===== config.mk =====
export PLATFORM = sky130hd
export DESIGN_NAME = pm_sleep_top
export DESIGN_NICKNAME = d
export VERILOG_FILES = /design/src/rtl/pm_sleep_pkg.sv /design/src/rtl/pm_sleep_dp.sv /design/src/rtl/pm_sleep_ctl.sv /design/src/rtl/pm_sleep_top.sv
export SDC_FILE = /design/constraint.sdc
export NUM_CORES = 1
export LEC_CHECK = 0
export ABC_AREA = 1
export BUFFER_PORTS_ARGS = -buffer_cell sky130_fd_sc_hd__buf_2
export CAP_MARGIN = 20
export CORE_ASPECT_RATIO = 1.5
export CORE_MARGIN = 4
export CORE_UTILIZATION = 41
export CTS_CLUSTER_DIAMETER = 200
export DETAILED_ROUTE_END_ITERATION = 7
export PLACE_DENSITY = 0.73
export SKIP_LAST_GASP = 1
export SYNTH_ARGS = -nofsm -noshare
export SYNTH_HDL_FRONTEND = slang
export SYNTH_SLANG_ARGS = --single-unit

===== constraint.sdc =====
create_clock -name clk -period 1.3 [get_ports clk]
set_input_delay 0 -clock clk [delete_from_list [all_inputs] [get_ports clk]]
set_output_delay 0 -clock clk [all_outputs]
set_load 0.005 [all_outputs]

===== src/rtl/pm_sleep_pkg.sv =====
package pm_sleep_pkg;
  localparam int RegW  = 16;
  localparam int LaneW = 8;
  localparam int Lanes = RegW / LaneW;
  localparam int AddrW = $clog2(Lanes);

  // Strobes from control to the register datapath
  typedef struct packed {
    logic loadFull;   // halfword write at offset 0
    logic loadLow;    // byte write at offset 0, upper byte cleared
    logic loadUpper;  // byte write at offset 1, lower byte kept
    logic sciSet;     // gated set command for the SCI bit
    logic sciClr;     // gated clear command for the SCI bit
  } ctrlStb_t;
endpackage


===== src/rtl/pm_sleep_dp.sv =====
module pm_sleep_dp
  import pm_sleep_pkg::*;
#(
  parameter int SCI_BIT = 0,
  parameter int SLP_BIT = 13,
  parameter int TYP_LSB = 10,
  parameter int TYP_W   = 3
) (
  input  logic             clk,
  input  logic             rstN,
  input  logic             acpiOnly,
  input  ctrlStb_t         stb,
  input  logic [RegW-1:0]  wrData,
  input  logic [AddrW-1:0] rdAddr,
  output logic [RegW-1:0]  rdData,
  output logic             wrSleep,
  output logic [TYP_W-1:0] wrType
);
  logic [RegW-1:0] regQ;
  logic [RegW-1:0] mergedVal;
  logic [RegW-1:0] regNext;
  logic            anyLoad;

  assign anyLoad = stb.loadFull | stb.loadLow | stb.loadUpper;

  // Value the write presents, after lane merging
  always_comb begin
    if (stb.loadUpper)
      mergedVal = {wrData[LaneW-1:0], regQ[LaneW-1:0]};
    else if (stb.loadLow)
      mergedVal = {{(RegW-LaneW){1'b0}}, wrData[LaneW-1:0]};
    else
      mergedVal = wrData;
  end

  assign wrSleep = mergedVal[SLP_BIT];
  assign wrType  = mergedVal[TYP_LSB +: TYP_W];

  always_comb begin
    regNext = regQ;
    if (anyLoad) begin
      regNext          = mergedVal;
      regNext[SLP_BIT] = 1'b0;
    end
    if (stb.sciSet)
      regNext[SCI_BIT] = 1'b1;
    else if (stb.sciClr)
      regNext[SCI_BIT] = 1'b0;
  end

  always_ff @(posedge clk) begin
    if (!rstN) begin
      regQ          <= '0;
      regQ[SCI_BIT] <= acpiOnly;
    end else begin
      regQ <= regNext;
    end
  end

  // Read lanes: offset n returns the register shifted down by n lanes
  logic [RegW-1:0] laneView [Lanes];
  for (genvar g = 0; g < Lanes; g++) begin : gLane
    assign laneView[g] = regQ >> (LaneW * g);
  end
  assign rdData = laneView[rdAddr];

  AST_SLP_NOT_KEPT: assert property (@(posedge clk) disable iff (!rstN)
    (rdAddr == '0) |-> !rdData[SLP_BIT]) else $error("sleep bit stored");
  AST_UPPER_KEEPS_LOW: assert property (@(posedge clk) disable iff (!rstN)
    (stb.loadUpper && !stb.sciSet && !stb.sciClr) |=> $stable(regQ[LaneW-1:0]))
    else $error("low byte changed");
  AST_ACPI_ONLY_LOCK: assert property (@(posedge clk) disable iff (!rstN)
    (acpiOnly && !stb.loadFull && !stb.loadLow) |=> $stable(regQ[SCI_BIT]))
    else $error("SCI bit moved in fixed mode");
endmodule


===== src/rtl/pm_sleep_ctl.sv =====
module pm_sleep_ctl
  import pm_sleep_pkg::*;
#(
  parameter int TYP_W    = 3,
  parameter int OFF_CODE = 0,
  parameter int RAM_CODE = 1
) (
  input  logic             clk,
  input  logic             rstN,
  input  logic             acpiOnly,
  input  logic [TYP_W-1:0] diskCode,
  input  logic [AddrW-1:0] busAddr,
  input  logic             busWr,
  input  logic             busHalf,
  input  logic             sciSetCmd,
  input  logic             sciClrCmd,
  input  logic             wrSleep,
  input  logic [TYP_W-1:0] wrType,
  output ctrlStb_t         stb,
  output logic             reqPowerOff,
  output logic             reqSuspend,
  output logic             reqDisk
);
  localparam logic [TYP_W-1:0] OffCode = TYP_W'(OFF_CODE);
  localparam logic [TYP_W-1:0] RamCode = TYP_W'(RAM_CODE);

  logic atLow;
  logic sleepReq;
  logic hitOff;
  logic hitRam;
  logic hitDisk;

  assign atLow = (busAddr == '0);

  always_comb begin
    stb.loadFull  = busWr &  busHalf &  atLow;
    stb.loadLow   = busWr & ~busHalf &  atLow;
    stb.loadUpper = busWr & ~busHalf & ~atLow;
    stb.sciSet    = sciSetCmd & ~acpiOnly;
    stb.sciClr    = sciClrCmd & ~sciSetCmd & ~acpiOnly;
  end

  assign sleepReq = (stb.loadFull | stb.loadLow | stb.loadUpper) & wrSleep;
  assign hitOff   = sleepReq && (wrType == OffCode);
  assign hitRam   = sleepReq && (wrType == RamCode);
  assign hitDisk  = sleepReq && (wrType != OffCode) && (wrType != RamCode)
                    && (wrType == diskCode);

  // Disk request is followed by power-off: its own pulse feeds the off pulse
  always_ff @(posedge clk) begin
    if (!rstN) begin
      reqPowerOff <= 1'b0;
      reqSuspend  <= 1'b0;
      reqDisk     <= 1'b0;
    end else begin
      reqPowerOff <= hitOff | reqDisk;
      reqSuspend  <= hitRam;
      reqDisk     <= hitDisk;
    end
  end

  AST_DISK_THEN_OFF: assert property (@(posedge clk) disable iff (!rstN)
    reqDisk |=> reqPowerOff) else $error("disk not followed by off");
  AST_DISK_AFTER_WRITE: assert property (@(posedge clk) disable iff (!rstN)
    reqDisk |-> $past(busWr)) else $error("disk without write");
  AST_RAM_AFTER_WRITE: assert property (@(posedge clk) disable iff (!rstN)
    reqSuspend |-> $past(busWr)) else $error("suspend without write");
  AST_OFF_CAUSE: assert property (@(posedge clk) disable iff (!rstN)
    reqPowerOff |-> ($past(busWr) || $past(reqDisk))) else $error("stray off");
endmodule


===== src/rtl/pm_sleep_top.sv =====
module pm_sleep_top
  import pm_sleep_pkg::*;
#(
  parameter int SCI_BIT  = 0,
  parameter int SLP_BIT  = 13,
  parameter int TYP_LSB  = 10,
  parameter int TYP_W    = 3,
  parameter int OFF_CODE = 0,
  parameter int RAM_CODE = 1
) (
  input  logic             clk,
  input  logic             rstN,
  input  logic             acpiOnly,
  input  logic [TYP_W-1:0] diskCode,
  input  logic [AddrW-1:0] busAddr,
  input  logic             busWr,
  input  logic             busHalf,
  input  logic [RegW-1:0]  busWdata,
  output logic [RegW-1:0]  busRdata,
  input  logic             sciSetCmd,
  input  logic             sciClrCmd,
  output logic             reqPowerOff,
  output logic             reqSuspend,
  output logic             reqDisk
);
  ctrlStb_t         stb;
  logic             wrSleep;
  logic [TYP_W-1:0] wrType;

  pm_sleep_ctl #(
    .TYP_W(TYP_W), .OFF_CODE(OFF_CODE), .RAM_CODE(RAM_CODE)
  ) u_ctl (
    .clk(clk), .rstN(rstN), .acpiOnly(acpiOnly), .diskCode(diskCode),
    .busAddr(busAddr), .busWr(busWr), .busHalf(busHalf),
    .sciSetCmd(sciSetCmd), .sciClrCmd(sciClrCmd),
    .wrSleep(wrSleep), .wrType(wrType), .stb(stb),
    .reqPowerOff(reqPowerOff), .reqSuspend(reqSuspend), .reqDisk(reqDisk)
  );

  pm_sleep_dp #(
    .SCI_BIT(SCI_BIT), .SLP_BIT(SLP_BIT), .TYP_LSB(TYP_LSB), .TYP_W(TYP_W)
  ) u_dp (
    .clk(clk), .rstN(rstN), .acpiOnly(acpiOnly), .stb(stb),
    .wrData(busWdata), .rdAddr(busAddr), .rdData(busRdata),
    .wrSleep(wrSleep), .wrType(wrType)
  );
endmodule


==> results of run 1 <==
power groups by stage:
stage / clock network [mW] / logic, mW / registers [mW]
6_report: 0.352 / 0.287 / 0.612
3_5_place_dp: 0 / 0.268 / 0.624
4_1_cts: 0.357 / 0.290 / 0.612
5_1_grt: 0.376 / 0.327 / 0.615
2_1_floorplan: 0 / 0.165 / 0.620
3_3_place_gp: 0 / 0.261 / 0.624
path summary, 6_finish.rpt:
kind	start	end	slack, ns	cells past startpoint
max	u_dp.regQ[11]	busRdata[3]	0.30	3
min	busWdata[12]	u_dp.regQ[12]	0.007	3
min reg2reg	u_ctl.reqDisk	u_ctl.reqPowerOff	0.46	2
max reg2reg	u_dp.regQ[10]	u_dp.regQ[10]	0.65	1
worst max-delay path: stages (launching register included):
cell	delay, ns
dfxtp_1	0.35
inv_1	0.06
o21ai_0	0.15
buf_2	0.13
Yosys cell counts:
master / n
dfxtp_1: 17
buf_4: 1
buf_2: 1
clkbuf_1: 2
nand2_1: 24
nor2_1: 23
buf_1: 1
inv_2: 3
a22oi_1: 1
nor2_2: 2
conb_1: 1
o21ai_0: 22
nand2_2: 3
edfxtp_1: 1
nand4_1: 2
a31oi_1: 2
nand3_1: 6
o211ai_1: 1
inv_1: 13
o21ai_1: 2
a21oi_1: 7
nor2_4: 1
o211a_1: 1
nand3b_1: 2
nand3_2: 3
buf_6: 2
xnor2_1: 1
registers in the layout (all words and copies together), names as in the netlist:
register / flops
u_ctl.reqPowerOff: 1
u_ctl.reqDisk: 1
u_ctl.reqSuspend: 1
u_dp.regQ: 15
final cells by class:
| type | count | area [um^2] | area share [%] |
|---|---|---|---|
| well taps | 23 | 28.8 | 2.14 |
| inverters | 16 | 60.1 | 4.46 |
| multi-input cells | 104 | 512 | 38.0 |
| flip-flops and latches | 18 | 370 | 27.5 |
| repair buffers | 57 | 340 | 25.3 |
| clock buffers | 4 | 36.3 | 2.69 |
logic make-up (layout without fill, tap and decap cells):
| group | after synthesis | after routing | synth area share [%] |
|---|---|---|---|
| buffers and inverters | 23 | 77 | 10.8 |
| AOI/OAI and AO/OA | 36 | 36 | 19.5 |
| other | 1 | 1 | 0.379 |
| xor gates and xnor gates | 1 | 1 | 0.886 |
| and+or+nand+nor | 66 | 66 | 31.0 |
| DFF | 18 | 18 | 37.5 |
layer usage:
metal  part of all wire, %  routed length [um]  GRT usage (%)  vias to the layer above
li1                      -                   -              -                      581
met1                    41                1040           19.5                      497
met2                    50                1280           28.5                       34
met3                   6.2                 158           2.37                        6
met4                   2.9                  74           8.75                        0
met5                     0                   0              0                        -
==> flow_summary.ini, run 1 <==
[clock_network]
hold_buffers = 9
clk_path_buf_depth = 2
postCtsSetupBuffers = 0
clk_latency_ns = 0.30
postCtsResizedCells = 0
path_clk_slew_ns = 0.10
cts_root_buf = clkbuf_4
cts_buffers = 3
cts_tree = yes
cts_sinks = 18
htree_levels = 1

[floorplan]
die_x_um = 48.1
coreArea_mm2 = 0.00226
dieArea_mm2 = 0.00328
io_pins = 46
start_util_pct = 43.7
dieHeight_um = 68.1
fp-row-count = 21

[detailed_routing]
wl_per_cell_um = 11.5
drc = 0
drt-initial-drc-count = 34
num_vias = 1118
vias_per_cell = 5.04
ant_nets = 0
dr.pass1.iters = 4
routed_wl_um = 2550

[power_and_ir_drop]
p_total_mw = 1.25
switching_share_pct = 28.2
clock_power_share_pct = 28.1
combPwrFrac_pct = 23.0
ir_worst_vdd_mv = 0.589
intPower_mw = 0.898
power_frac_seq_pct = 48.9
power.density_mw_per_mm2 = 929
p_sw_mw = 0.353
p_leak_nw = 0.673

[final_layout]
layout_commonest_cell = buf_2
stdcell_count = 222
antennaDiodeCount = 0
fillCellCount = 217
area_growth_pct = 36.3
drive_gt1_share_pct = 32.2
fin_area_mm2 = 0.00135
finalNetCount = 227
utilization_pct = 59.6
final_cell_mix = 44 x buf_2, 24 x nand2_1, 23 x nor2_1

[setup_path]
start_kind = flop
path_class = flop to output pin
cp.required_ns = 1.30
crit_fanout = 2
worstPathArrival_ns = 1.00
end_kind = output pin

[global_routing]
antenna_found_initial = 0
grt_max_degree = 15
grt_pass1_vias = 980
grt-ovfl-total = 0
grt_pass1_wl_um = 4000
gr-usage-all-layers_pct = 16.8

[sta]
skew_ns = 0.0000410
fmax_ghz = 1.00
maxSlewViolCount = 0
whs_ns = 0.00653
fin_tns_setup_ns = 0
finalHoldViolCount = 0
fin_ws_ns = 0.302
fin_crit_sh_pct = 76.7
grt_setup_unrepaired = no
setup_viol = 0
layout_min_cycle_time_ns = 0.998

[synthesis]
synth_area_leaders = dfxtp_1 34%, o21ai_0 11%, nand2_1 9.1%
synthDistinctLibCells = 27
yosysSeqAreaShare_pct = 37.5
ys_warn_count = 0
synth_area_per_cell_um2 = 6.82
postSynthCellCount = 145
synth-seq-cells = 18
syn_area_um2 = 988
netlist.area_leader.share_pct = 34.4
syn-num-nets = 172
yosysTopAreaCell = dfxtp_1

[flow_run]
drv_cap = 0

[hold_path]
hp-class = primary input to flop

[place]
dpl-instance-area_mm2 = 0.00122
io_buffers = 44
preCtsSetupSlack_ns = 0.307
dpl.hpwl_um = 2040
dp.cells = 209
gp_congestion = 0.774

[outcome]
outcome = completed
(Power assumes the default switching activity.)
==> run 2: changes to the inputs <==
--- a/config.mk
+++ b/config.mk
@@ -5,7 +5,7 @@
 export SDC_FILE = /design/constraint.sdc
 export NUM_CORES = 1
 export LEC_CHECK = 0
-export ABC_AREA = 1
+export ABC_AREA = 0
 export BUFFER_PORTS_ARGS = -buffer_cell sky130_fd_sc_hd__buf_2
 export CAP_MARGIN = 20
 export CORE_ASPECT_RATIO = 1.5
@@ -13,7 +13,7 @@
 export CORE_UTILIZATION = 41
 export CTS_CLUSTER_DIAMETER = 200
 export DETAILED_ROUTE_END_ITERATION = 7
-export PLACE_DENSITY = 0.73
+export PLACE_DENSITY = 0.75
 export SKIP_LAST_GASP = 1
 export SYNTH_ARGS = -nofsm -noshare
 export SYNTH_HDL_FRONTEND = slang
==> constraint.sdc (replaced) <==
create_clock -name clk -period 0.9 [get_ports clk]
set_input_delay 0 -clock clk [delete_from_list [all_inputs] [get_ports clk]]
set_output_delay 0 -clock clk [all_outputs]
set_load 0.005 [all_outputs]
==> run 2 against run 1 <==
Against the previous run:
- the run now ends with setup timing left
- first-iteration DRC count fell by 44%
- utilization up 4.6 points
- setup slack got worse by 0.46 ns
- largest power group unchanged
==> flow_summary.ini, run 2 <==
[clock_network]
clk_path_buf_depth = 2
cts_sinks = 18
htree_levels = 1
cts_root_buf = clkbuf_4
cts_buffers = 3
clk_latency_ns = 0.29
path_clk_slew_ns = 0.10
cts_tree = yes

[global_routing]
grt_pass1_wl_um = 4610
antenna_found_initial = 0
grt_max_degree = 18
grt-ovfl-total = 0
grt_pass1_vias = 1059
gr-usage-all-layers_pct = 16.6

[sta]
setup_viol = 7
skew_ns = 0.0000287
fmax_ghz = 0.948
fin_ws_ns = -0.155
grt_setup_unrepaired = yes
finalHoldViolCount = 0
fin_crit_sh_pct = 117
maxSlewViolCount = 0
layout_min_cycle_time_ns = 1.06

[synthesis]
synth_top_cells_by_count = 19 x nor2b_1, 17 x dfxtp_1, 10 x nand2_1, 9 x o21ai_0
netlist.area_leader.share_pct = 33.1
synth_xor_area_share_pct = 1.70
ys.flop_type = dfxtp_1
synthSimpleGateAreaFrac_pct = 22.6
postSynthCellCount = 113
synthArstFlopShare_pct = 0
syn-num-nets = 140
syn_area_mm2 = 0.00103
synth_area_leaders = dfxtp_1 33%, nor2b_1 12%, mux2_2 7.7%
synth-edff-count = 1
synthAdderAreaFrac_pct = 0
synth_most_common_cell = nor2b_1
ys_warn_count = 0
yosysTopAreaCell = dfxtp_1
synth_top_family_by_area = simple AND/OR/NAND/NOR gates
muxShareOfSynthArea_pct = 14.5
synth-seq-cells = 18
synthDistinctLibCells = 34
yosysSeqAreaShare_pct = 36.0
synth_area_per_cell_um2 = 9.10
synth_compound_area_share_pct = 20.4

[floorplan]
start_util_pct = 42.5
die_x_um = 48.9
fp-row-count = 22
dieArea_mm2 = 0.00339
io_pins = 46
dieHeight_um = 69.3
coreArea_mm2 = 0.00242

[setup_path]
worstSetupEndpoint = busRdata[6]
end_kind = output pin
r2r_end = u_dp.regQ[10]
start_kind = primary input
max_stage_delay_ns = 0.36
crit_fanout = 17
crit_family = buffers and inverters
path_class = primary input to output pin
startpoint = busAddr
slowest_stage = mux2_2
r2r_cells = 2
cp.required_ns = 0.90
worstPathArrival_ns = 1.06
ff2ff_setup_slack_ns = 0.14
r2r-start = u_dp.regQ[10]
path_buf_inv = 4
worstPathCellList = buf_2 -> buf_4 -> buf_4 -> mux2_2 -> buf_2
path_depth = 5

[final_layout]
utilization_pct = 64.3
finalNetCount = 203
final_cell_mix = 39 x buf_2, 17 x buf_4, 14 x nor2b_1
drive_gt1_share_pct = 55.4
layout_commonest_cell = buf_2
area_growth_pct = 51.3
largest_register_ffs = 15
stdcell_count = 199
largest_register = u_dp.regQ
antennaDiodeCount = 0

[place]
gp_congestion = 0.809
dp.cells = 188
dpl.hpwl_um = 2050
io_buffers = 44

[power_and_ir_drop]
ir_worst_vdd_mv = 0.753
p_leak_nw = 0.758
p_total_mw = 1.89
switching_share_pct = 26.2
power_frac_seq_pct = 46.9
intPower_mw = 1.39
combPwrFrac_pct = 26.9
p_sw_mw = 0.494
clock_power_share_pct = 26.2
power.density_mw_per_mm2 = 1210

[detailed_routing]
drc = 0
num_vias = 1036
wl_per_cell_um = 14.3
dr.pass1.iters = 2
ant_nets = 0
routed_wl_um = 2850
drt-initial-drc-count = 19
vias_per_cell = 5.21

[hold_path]
holdCritStartpoint = busWdata[5]
min_path_cells = 3
hp-class = primary input to flop

[outcome]
outcome = finished with violations
failed_checks = setup timing

[flow_run]
drv_cap = 0
-- run 2: worst min path at each step --
stage                         to  slack (ns)
global placement    u_dp.regQ[6]        0.27
finish              u_dp.regQ[5]       0.007
floorplan           u_dp.regQ[5]        0.17
CTS                 u_dp.regQ[5]       0.006
global route        u_dp.regQ[0]        0.02
detailed placement  u_dp.regQ[4]        0.29
-- run 2: area by class of cell --
class                           count  area (um^2)
Tap cell                           24         30.0
Multi-Input combinational cell     86          672
Timing Repair Buffer               66          429
Inverter                            1         3.75
Sequential cell                    18          385
Clock buffer                        4         36.3
Fill cell                         205          866
-- run 2: per-stage QoR --
stage / setup slack (ns) / setup TNS (ns) / cell area, um^2 / hold slack [ns]
floorplan: 0.00610 / 0 / 1030 / 0.169
global placement: -0.139 / -0.979 / 1350 / 0.272
detailed placement: -0.223 / -1.50 / 1350 / 0.292
CTS: -0.156 / -0.780 / 1480 / 0.00648
global route: -0.214 / -1.45 / 1560 / 0.0212
finish: -0.155 / -0.878 / 1560 / 0.00654
-- run 2: what timing repair did --
| item | CTS | global route |
|---|---|---|
| endpoints found under the setup margin | 10 | 16 |
| resized for setup | 12 | 20 |
| hold endpoints to repair | 5 | 0 |
| setup buffers | 2 | 0 |
| hold buffers | 5 | 0 |
-- run 2: logic make-up after synthesis --
logic type	after synthesis
AO/OA/AOI/OAI	30
XOR/XNOR	2
buffers and inverters	9
flip-flops	18
multiplexers	14
other	1
AND/OR/NAND/NOR	39
-- run 2: power by group through the flow --
stage	Combinational [mW]	Sequential [mW]	Clock [mW]
finish	0.508	0.886	0.494
global route	0.558	0.891	0.545
CTS	0.467	0.881	0.502
detailed placement	0.425	0.895	0
global placement	0.412	0.890	0
floorplan	0.237	0.885	0
-- run 2: routing by layer --
layer,track usage [%],share of wire [%]
met5,0,0
met4,7.19,1.4
met3,2.80,3.9
met2,29.7,54
met1,18.8,40
-- run 2: worst reg2reg max path, stage by stage, from the launching register on --
cell and delay, ns:
dfxtp_2 0.34, buf_4 0.12, o211a_1 0.20
